[src/rtl/i2c_flag_seq_pkg.sv]
package i2c_flag_seq_pkg;
    localparam int unsigned NFLAG    = 4;
    localparam int unsigned IDX_SB   = 0;
    localparam int unsigned IDX_HDR  = 1;
    localparam int unsigned IDX_ADDR = 2;
    localparam int unsigned IDX_BTF  = 3;

    typedef logic [NFLAG-1:0] flag_vec_t;

    typedef struct packed {
        logic pend;
    } arm_state_t;

    typedef struct packed {
        logic q;
    } bit_state_t;
endpackage

[src/rtl/i2c_flag_seq_arm.sv]
module i2c_flag_seq_arm (
    input  logic clk,
    input  logic rst_n,
    input  logic en,
    input  logic sr1_rd,
    input  logic sr2_rd,
    input  logic dr_rd,
    input  logic dr_wr,
    output logic pend_q
);
    import i2c_flag_seq_pkg::*;

    arm_state_t st_d, st_q;
    logic       second_acc;

    always_comb begin
        st_d       = st_q;
        second_acc = sr2_rd | dr_rd | dr_wr;
        if (!en) begin
            st_d.pend = 1'b0;
        end else if (sr1_rd) begin
            st_d.pend = 1'b1;
        end else if (second_acc) begin
            st_d.pend = 1'b0;
        end
    end

    always_ff @(posedge clk) begin
        if (!rst_n) st_q <= '0;
        else        st_q <= st_d;
    end

    assign pend_q = st_q.pend;
endmodule

[src/rtl/i2c_flag_seq_setq.sv]
module i2c_flag_seq_setq
    import i2c_flag_seq_pkg::*;
(
    input  logic      en,
    input  logic      cfg_nostretch,
    input  logic      cfg_pec_en,
    input  logic      cfg_tx,
    input  logic      cfg_addr10,
    input  logic      rx_full,
    input  logic      pec_next,
    input  logic      ev_start_gen,
    input  logic      ev_hdr_ack,
    input  logic      ev_addr_ack,
    input  logic      ev_nack,
    input  logic      ev_byte_rx,
    input  logic      ev_tx_empty,
    input  logic      ev_addr_match,
    output flag_vec_t set_vec
);
    logic acked;
    logic rx_done;
    logic tx_due;

    always_comb begin
        acked   = en & ~ev_nack;
        rx_done = ~cfg_tx & ev_byte_rx & rx_full;
        tx_due  = cfg_tx & ev_tx_empty & ~(cfg_pec_en & pec_next);
        set_vec           = '0;
        set_vec[IDX_SB]   = en & ev_start_gen;
        set_vec[IDX_HDR]  = acked & ev_hdr_ack & cfg_addr10;
        set_vec[IDX_ADDR] = acked & (ev_addr_ack | ev_addr_match);
        set_vec[IDX_BTF]  = acked & ~cfg_nostretch & (rx_done | tx_due);
    end
endmodule

[src/rtl/i2c_flag_seq_clrq.sv]
module i2c_flag_seq_clrq
    import i2c_flag_seq_pkg::*;
(
    input  logic      en,
    input  logic      pend_q,
    input  logic      cfg_tx,
    input  logic      ev_start_stop,
    input  logic      sr2_rd,
    input  logic      dr_rd,
    input  logic      dr_wr,
    output flag_vec_t clr_vec
);
    logic armed;

    always_comb begin
        armed             = en & pend_q;
        clr_vec           = '0;
        clr_vec[IDX_SB]   = armed & dr_wr;
        clr_vec[IDX_HDR]  = armed & dr_wr;
        clr_vec[IDX_ADDR] = armed & sr2_rd;
        clr_vec[IDX_BTF]  = (armed & (dr_rd | dr_wr)) | (cfg_tx & ev_start_stop);
    end
endmodule

[src/rtl/i2c_flag_seq_bit.sv]
module i2c_flag_seq_bit (
    input  logic clk,
    input  logic rst_n,
    input  logic en,
    input  logic set,
    input  logic clr,
    output logic q
);
    import i2c_flag_seq_pkg::*;

    bit_state_t st_d, st_q;

    always_comb begin
        st_d = st_q;
        if (!en)      st_d.q = 1'b0;
        else if (set) st_d.q = 1'b1;
        else if (clr) st_d.q = 1'b0;
    end

    always_ff @(posedge clk) begin
        if (!rst_n) st_q <= '0;
        else        st_q <= st_d;
    end

    assign q = st_q.q;
endmodule

[src/rtl/i2c_flag_seq.sv]
module i2c_flag_seq
    import i2c_flag_seq_pkg::*;
(
    input  logic clk,
    input  logic rst_n,
    input  logic en,
    input  logic cfg_nostretch,
    input  logic cfg_pec_en,
    input  logic cfg_tx,
    input  logic cfg_addr10,
    input  logic rx_full,
    input  logic pec_next,
    input  logic ev_start_gen,
    input  logic ev_hdr_ack,
    input  logic ev_addr_ack,
    input  logic ev_nack,
    input  logic ev_byte_rx,
    input  logic ev_tx_empty,
    input  logic ev_start_stop,
    input  logic ev_addr_match,
    input  logic acc_sr1_rd,
    input  logic acc_sr2_rd,
    input  logic acc_dr_rd,
    input  logic acc_dr_wr,
    output logic flag_sb,
    output logic flag_hdr,
    output logic flag_addr,
    output logic flag_btf
);
    flag_vec_t set_vec;
    flag_vec_t clr_vec;
    flag_vec_t flag_q;
    logic      pend_q;

    i2c_flag_seq_arm u_arm (
        .clk    (clk),
        .rst_n  (rst_n),
        .en     (en),
        .sr1_rd (acc_sr1_rd),
        .sr2_rd (acc_sr2_rd),
        .dr_rd  (acc_dr_rd),
        .dr_wr  (acc_dr_wr),
        .pend_q (pend_q)
    );

    i2c_flag_seq_setq u_setq (
        .en            (en),
        .cfg_nostretch (cfg_nostretch),
        .cfg_pec_en    (cfg_pec_en),
        .cfg_tx        (cfg_tx),
        .cfg_addr10    (cfg_addr10),
        .rx_full       (rx_full),
        .pec_next      (pec_next),
        .ev_start_gen  (ev_start_gen),
        .ev_hdr_ack    (ev_hdr_ack),
        .ev_addr_ack   (ev_addr_ack),
        .ev_nack       (ev_nack),
        .ev_byte_rx    (ev_byte_rx),
        .ev_tx_empty   (ev_tx_empty),
        .ev_addr_match (ev_addr_match),
        .set_vec       (set_vec)
    );

    i2c_flag_seq_clrq u_clrq (
        .en            (en),
        .pend_q        (pend_q),
        .cfg_tx        (cfg_tx),
        .ev_start_stop (ev_start_stop),
        .sr2_rd        (acc_sr2_rd),
        .dr_rd         (acc_dr_rd),
        .dr_wr         (acc_dr_wr),
        .clr_vec       (clr_vec)
    );

    for (genvar g = 0; g < NFLAG; g++) begin : g_flag
        i2c_flag_seq_bit u_bit (
            .clk   (clk),
            .rst_n (rst_n),
            .en    (en),
            .set   (set_vec[g]),
            .clr   (clr_vec[g]),
            .q     (flag_q[g])
        );
    end

    assign flag_sb   = flag_q[IDX_SB];
    assign flag_hdr  = flag_q[IDX_HDR];
    assign flag_addr = flag_q[IDX_ADDR];
    assign flag_btf  = flag_q[IDX_BTF];
endmodule

[config.mk]
export PLATFORM = sky130hd
export DESIGN_NAME = i2c_flag_seq
export DESIGN_NICKNAME = d
export VERILOG_FILES = /design/src/rtl/i2c_flag_seq_pkg.sv /design/src/rtl/i2c_flag_seq_arm.sv /design/src/rtl/i2c_flag_seq_setq.sv /design/src/rtl/i2c_flag_seq_clrq.sv /design/src/rtl/i2c_flag_seq_bit.sv /design/src/rtl/i2c_flag_seq.sv
export SDC_FILE = /design/constraint.sdc
export NUM_CORES = 1
export LEC_CHECK = 0
export ABC_AREA = 1
export BUFFER_PORTS_ARGS = -buffer_cell sky130_fd_sc_hd__buf_4
export CAP_MARGIN = 20
export CELL_PAD_IN_SITES_DETAIL_PLACEMENT = 2
export CELL_PAD_IN_SITES_GLOBAL_PLACEMENT = 2
export CORE_UTILIZATION = 16
export CTS_CLUSTER_SIZE = 16
export DETAILED_ROUTE_END_ITERATION = 6
export GPL_TIMING_DRIVEN = 1
export PLACE_DENSITY_LB_ADDON = 0.1
export SKIP_LAST_GASP = 1
export SYNTH_ARGS = -nofsm -noshare
export SYNTH_HDL_FRONTEND = slang
export SYNTH_HIERARCHICAL = 1
export SYNTH_SLANG_ARGS = --single-unit
[constraint.sdc]
create_clock -name clk -period 1.02 [get_ports clk]
set_input_delay 0.102 -clock clk [delete_from_list [all_inputs] [get_ports clk]]
set_output_delay 0.102 -clock clk [all_outputs]
set_load 0.02 [all_outputs]
# Word level (Yosys, flattened, before mapping)
# Cells that the tools add are included.
dict set report totals {
  regBits 5
  output_inout_bits 4
  elab_cells 47
}
dict set report op_classes {
  muxes 9
  bitwise 27
  reduce_logical 6
}
# cell count
set op_table {}
lappend op_table {{$and 1x1->1} 17}
lappend op_table {{$reduce_bool 2->1} 5}
lappend op_table {{$mux 1} 9}
lappend op_table {{$or 1x1->1} 6}
lappend op_table {{$not 1->1} 4}
lappend op_table {{$reduce_and 2->1} 1}

# Longest topological paths before layout
dict set report logic_depth {
  word_depth 6
  mapped_depth 7
  ltp_nobuf 7
}

# Modules after synthesis
# Netlist, hierarchy kept.
# mod n_inst cells_each area_per_inst_um2
set by_module_without_submodules {}
lappend by_module_without_submodules {i2c_flag_seq_bit 4 6 43.8}
lappend by_module_without_submodules {i2c_flag_seq_setq 1 17 68.8}
lappend by_module_without_submodules {i2c_flag_seq_arm 1 8 51.3}
lappend by_module_without_submodules {i2c_flag_seq_clrq 1 12 51.3}

# Least setup slack after synthesis
# Ideal clock, no wire load.
dict set report synth_timing {
  kind {register to register}
  from {register u_arm.st_q (netlist: u_arm/pend_q)}
  to {register g_flag[1].u_bit.st_q}
  setup_ns 0.114
  arrival_ns 0.723
  slack_ns 0.183
  stages_incl_launch_ff 7
  path_buffers 1
  synth_period_minus_slack_ns 0.837
  path_cell_list {dfxtp_1 > nand2_2 > nor2_1 > buf_4 > inv_1 > nand2_1 > a21oi_2}
}
dict set report synth_via {
  elab_chain_cells 3
}
# item line_no
set synth_rtl {}
lappend synth_rtl {{start, declared} i2c_flag_seq_arm.sv:13} ;# arm_state_t st_d, st_q;
lappend synth_rtl {{start signal, assigned} i2c_flag_seq_arm.sv:30} ;# else st_q <= st_d;
lappend synth_rtl {{$and 1x1->1} i2c_flag_seq_clrq.sv:16} ;# armed = en & pend_q;
lappend synth_rtl {{$and 1x1->1} n/a}
lappend synth_rtl {{named net clr_vec[0]} i2c_flag_seq.sv:31} ;# flag_vec_t clr_vec;
lappend synth_rtl {{$reduce_bool 2->1 (no source line)} n/a}
lappend synth_rtl {{end signal, assigned} i2c_flag_seq_bit.sv:22} ;# else st_q <= st_d;
lappend synth_rtl {{end, declared} i2c_flag_seq_bit.sv:11} ;# bit_state_t st_d, st_q;
# The timed path passes the listed nets, and every way through them passes these cells.
# A chain may end at the register's enable or synchronous reset.

# Final worst setup path
dict set report layout_timing {
  from {register g_flag[0].u_bit.st_q}
  to {output flag_sb}
}
# item line_no
set layout_lines {}
lappend layout_lines {{start, declared} i2c_flag_seq_bit.sv:11}
lappend layout_lines {{start signal, assigned} i2c_flag_seq_bit.sv:22}
lappend layout_lines {{end, declared} i2c_flag_seq.sv:25} ;# output logic flag_sb,
# No word-level cell between the ends.

==> out/qor.log <==
INFO  status         status=finished clean
INFO  floorplanning  chipHeight=48.5um
INFO  critical_path  critical_path.slowest_cell=sky130_fd_sc_hd__dfxtp_1
INFO  synthesis      synth_area_leaders=sky130_fd_sc_hd__dfxtp_1 (29%), sky130_fd_sc_hd__nand2_1 (21%), sky130_fd_sc_hd__inv_1 (19%)
INFO  placement      pre_cts_slack=0.213ns
INFO  clock_tree     cts-buffers-inserted=3
INFO  routing        drcViolationCount=0
INFO  synthesis      yosysMostFrequentCell=sky130_fd_sc_hd__nand2_1
INFO  timing         timing_worst_slew_pin_value=0.132ns
INFO  placement      place.gp.congestion=0.699
INFO  global_routing globalRouteTotalUtil=9.64%
INFO  min_path       hold_path.class=in -> reg
INFO  timing         setup-tns-final=0ns
INFO  power_and_ir_drop cellLeakagePower=0.306nW
INFO  finish         layoutNonFillerInstCount=115
INFO  synthesis      ys_dominant_reg_cell=sky130_fd_sc_hd__dfxtp_1
INFO  critical_path  peak_per_stage_delay_on_the_critical_path=0.33ns
INFO  synthesis      yosysSeqAreaShare=28.9%
INFO  finish         final_nets=110
INFO  clock_tree     postCtsHoldBufs=0
INFO  synthesis      post_synth_num_cell_types=11
INFO  clock_tree     cts_tree=yes
INFO  synthesis      post_synth_edffs=0
INFO  critical_path  cp_data_arrival_time=0.72ns
INFO  placement      detailedPlacementHpwl=855um
INFO  routing        avgViaCountPerCell=3.77
INFO  critical_path  cp-end-kind=primary output
INFO  timing         hold_viol=0
INFO  timing         slew_violations=0
INFO  routing        drt_first_iter_violations=2
INFO  critical_path  crit_fanout=2
INFO  floorplanning  ios=25
INFO  finish         syn_to_final_growth=67.1%
INFO  synthesis      syn-cell-area=347um^2
INFO  critical_path  path_delay_family=flip-flops
INFO  synthesis      cell_type_with_the_largest_total_area_after_synthesis=sky130_fd_sc_hd__dfxtp_1
INFO  routing        drt_pass1_iterations=2
INFO  finish         drive_above_1_share=39.8%
INFO  clock_tree     clock_latency=0.24ns
INFO  power_and_ir_drop power-per-cell-area=963nW/um^2
INFO  routing        totalWireLength=963um
INFO  global_routing first_global_vias=477
INFO  synthesis      share_of_async_settable_or_async_resettable_flops_after_synthesis=0%
INFO  timing         period_share=80.4%
INFO  timing         slew_headroom=91.2%
INFO  synthesis      syn-mean-instance-area=5.68um^2
INFO  floorplanning  floorplan.initialDensity=17.3%
INFO  critical_path  critical_path_cell_sequence=buf_4
INFO  synthesis      synth_top_area_share=28.9%
INFO  timing         timing.fmax=1.22GHz
INFO  synthesis      synthesis.nets=82
INFO  critical_path  startpoint_type=flip-flop
INFO  timing         post-route-min-period=0.820ns
INFO  placement      port_buffers=24
INFO  synthesis      yosys_warnings=6
INFO  clock_tree     cts_htree_levels=1
INFO  critical_path  timing_worst_setup_path_type=reg -> out
INFO  timing         finalSetupViolCount=0
INFO  routing        vias=434
INFO  timing         layout_setup_ws=0.200ns
INFO  timing         worst_hold_margin=0.131ns
INFO  timing         grt_setup_unrepaired=false
INFO  finish         fillerInstances=262
INFO  critical_path  cp.buffers_inverters=1
INFO  clock_tree     postCtsSetupBuffers=0
INFO  power_and_ir_drop post-layout-total-power=558uW
INFO  placement      place.detailed.instances=111
INFO  synthesis      synth.top_cells.by_count=sky130_fd_sc_hd__nand2_1 (19), sky130_fd_sc_hd__inv_1 (18), sky130_fd_sc_hd__nor2_1 (8)
INFO  floorplanning  fp.dieArea=2360um^2
INFO  clock_tree     clock-root-buffer=sky130_fd_sc_hd__clkbuf_4
INFO  routing        routedWlPerCell=8.37um
INFO  global_routing global_route.overflow_total=0
INFO  finish         diodes=0
INFO  clock_tree     ctsLongestPathBuffers=2
INFO  clock_tree     cts_resized=0
INFO  power_and_ir_drop max-vdd-ir-drop=0.296mV
INFO  timing         finClkSkew=0.00719ns
INFO  floorplanning  die_width=48.5um
INFO  synthesis      postSynthCellCount=61
INFO  global_routing grt_max_degree=9
INFO  floorplanning  rows=16
INFO  global_routing grt_pass1_wl=1.74mm
INFO  critical_path  timing.critical_path.required=0.92ns
INFO  global_routing antenna_violations_before_repair=0
INFO  run            drv_cap=0
INFO  clock_tree     cts.clk_slew.worst_paths=0.05ns
INFO  clock_tree     cts_sinks=5
INFO  floorplanning  placeableCoreArea=2000um^2
INFO  synthesis      postSynthRegisterBits=5
INFO  routing        drt.antenna.violating_nets=0
[flip-flops by register name, indices dropped and copies added, names as in the netlist]
signal          cells
u_arm/pend_q        1
g_flag.u_bit/q      4
[final timing paths]
check                                 start                        endpoint  slack, ns  cells past startpoint
max          g_flag[0].u_bit/q$_SDFFE_PN0P_                         flag_sb       0.20                      1
min                              acc_sr1_rd       u_arm/pend_q$_SDFFE_PN0P_       0.13                      3
max reg2reg       u_arm/pend_q$_SDFFE_PN0P_  g_flag[1].u_bit/q$_SDFFE_PN0P_       0.22                      5
min reg2reg  g_flag[3].u_bit/q$_SDFFE_PN0P_  g_flag[3].u_bit/q$_SDFFE_PN0P_       0.47                      2
[per-layer routing]
metal / global-route usage [%] / vias to the layer above / routed length [um]
met1: 9.52 / 196 / 376
met2: 18.3 / 13 / 527
li1: - / 223 / -
met3: 1.89 / 2 / 45
met4: 5.88 / 0 / 13
met5: 0 / - / 0
[worst reg2reg max path, delay by kind of cell, from the launching register on]
kind	cells	cell delay [ns]
buf+inv	1	0.06
flops	1	0.33
simple gates	3	0.27
compound gates	1	0.05
[cell families (layout without fill, tap and decap cells)]
logic type	after synthesis	in the layout	share of synthesized area (%)
buffers and inverters	20	47	22.7
DFF	5	5	28.9
AOI/OAI and AO/OA	6	6	14.1
and+or+nand+nor	30	30	34.3
[metrics by stage]
stage,instance area [um^2],util (%)
after floorplan,347,-
after detailed placement,553,27.6
after CTS,579,28.9
after global placement,553,27.6
final,579,28.9
after global routing,579,28.9
[layout by cell type (no fill, tap or decap)]
master and instances:
sky130_fd_sc_hd__nand2_2 1, sky130_fd_sc_hd__clkbuf_1 1, sky130_fd_sc_hd__nor2_1 8, sky130_fd_sc_hd__buf_4 24
sky130_fd_sc_hd__inv_1 18, sky130_fd_sc_hd__a21oi_2 5, sky130_fd_sc_hd__nand3_1 1, sky130_fd_sc_hd__nor2_2 1
sky130_fd_sc_hd__nand2_1 19, sky130_fd_sc_hd__a21oi_1 1, sky130_fd_sc_hd__clkbuf_4 3, sky130_fd_sc_hd__dfxtp_1 5
sky130_fd_sc_hd__inv_2 1
[cell type report]
type / count / area (um^2) / share of cell area (%)
clock buffers: 4 / 26.3 / 4.54
well taps: 27 / 33.8 / 5.83
multi-input cells: 36 / 168 / 28.9
repair buffers: 24 / 180 / 31.1
flip-flops and latches: 5 / 100 / 17.3
inverters: 19 / 71.3 / 12.3
[where the power goes]
| group | internal (mW) | switching (mW) | total, mW |
|---|---|---|---|
| sequential | 0.201 | 0.00293 | 0.204 |
| clock | 0.148 | 0.0793 | 0.227 |
| combinational | 0.0710 | 0.0553 | 0.126 |
Note: power is estimated with default switching activity, not from simulation.
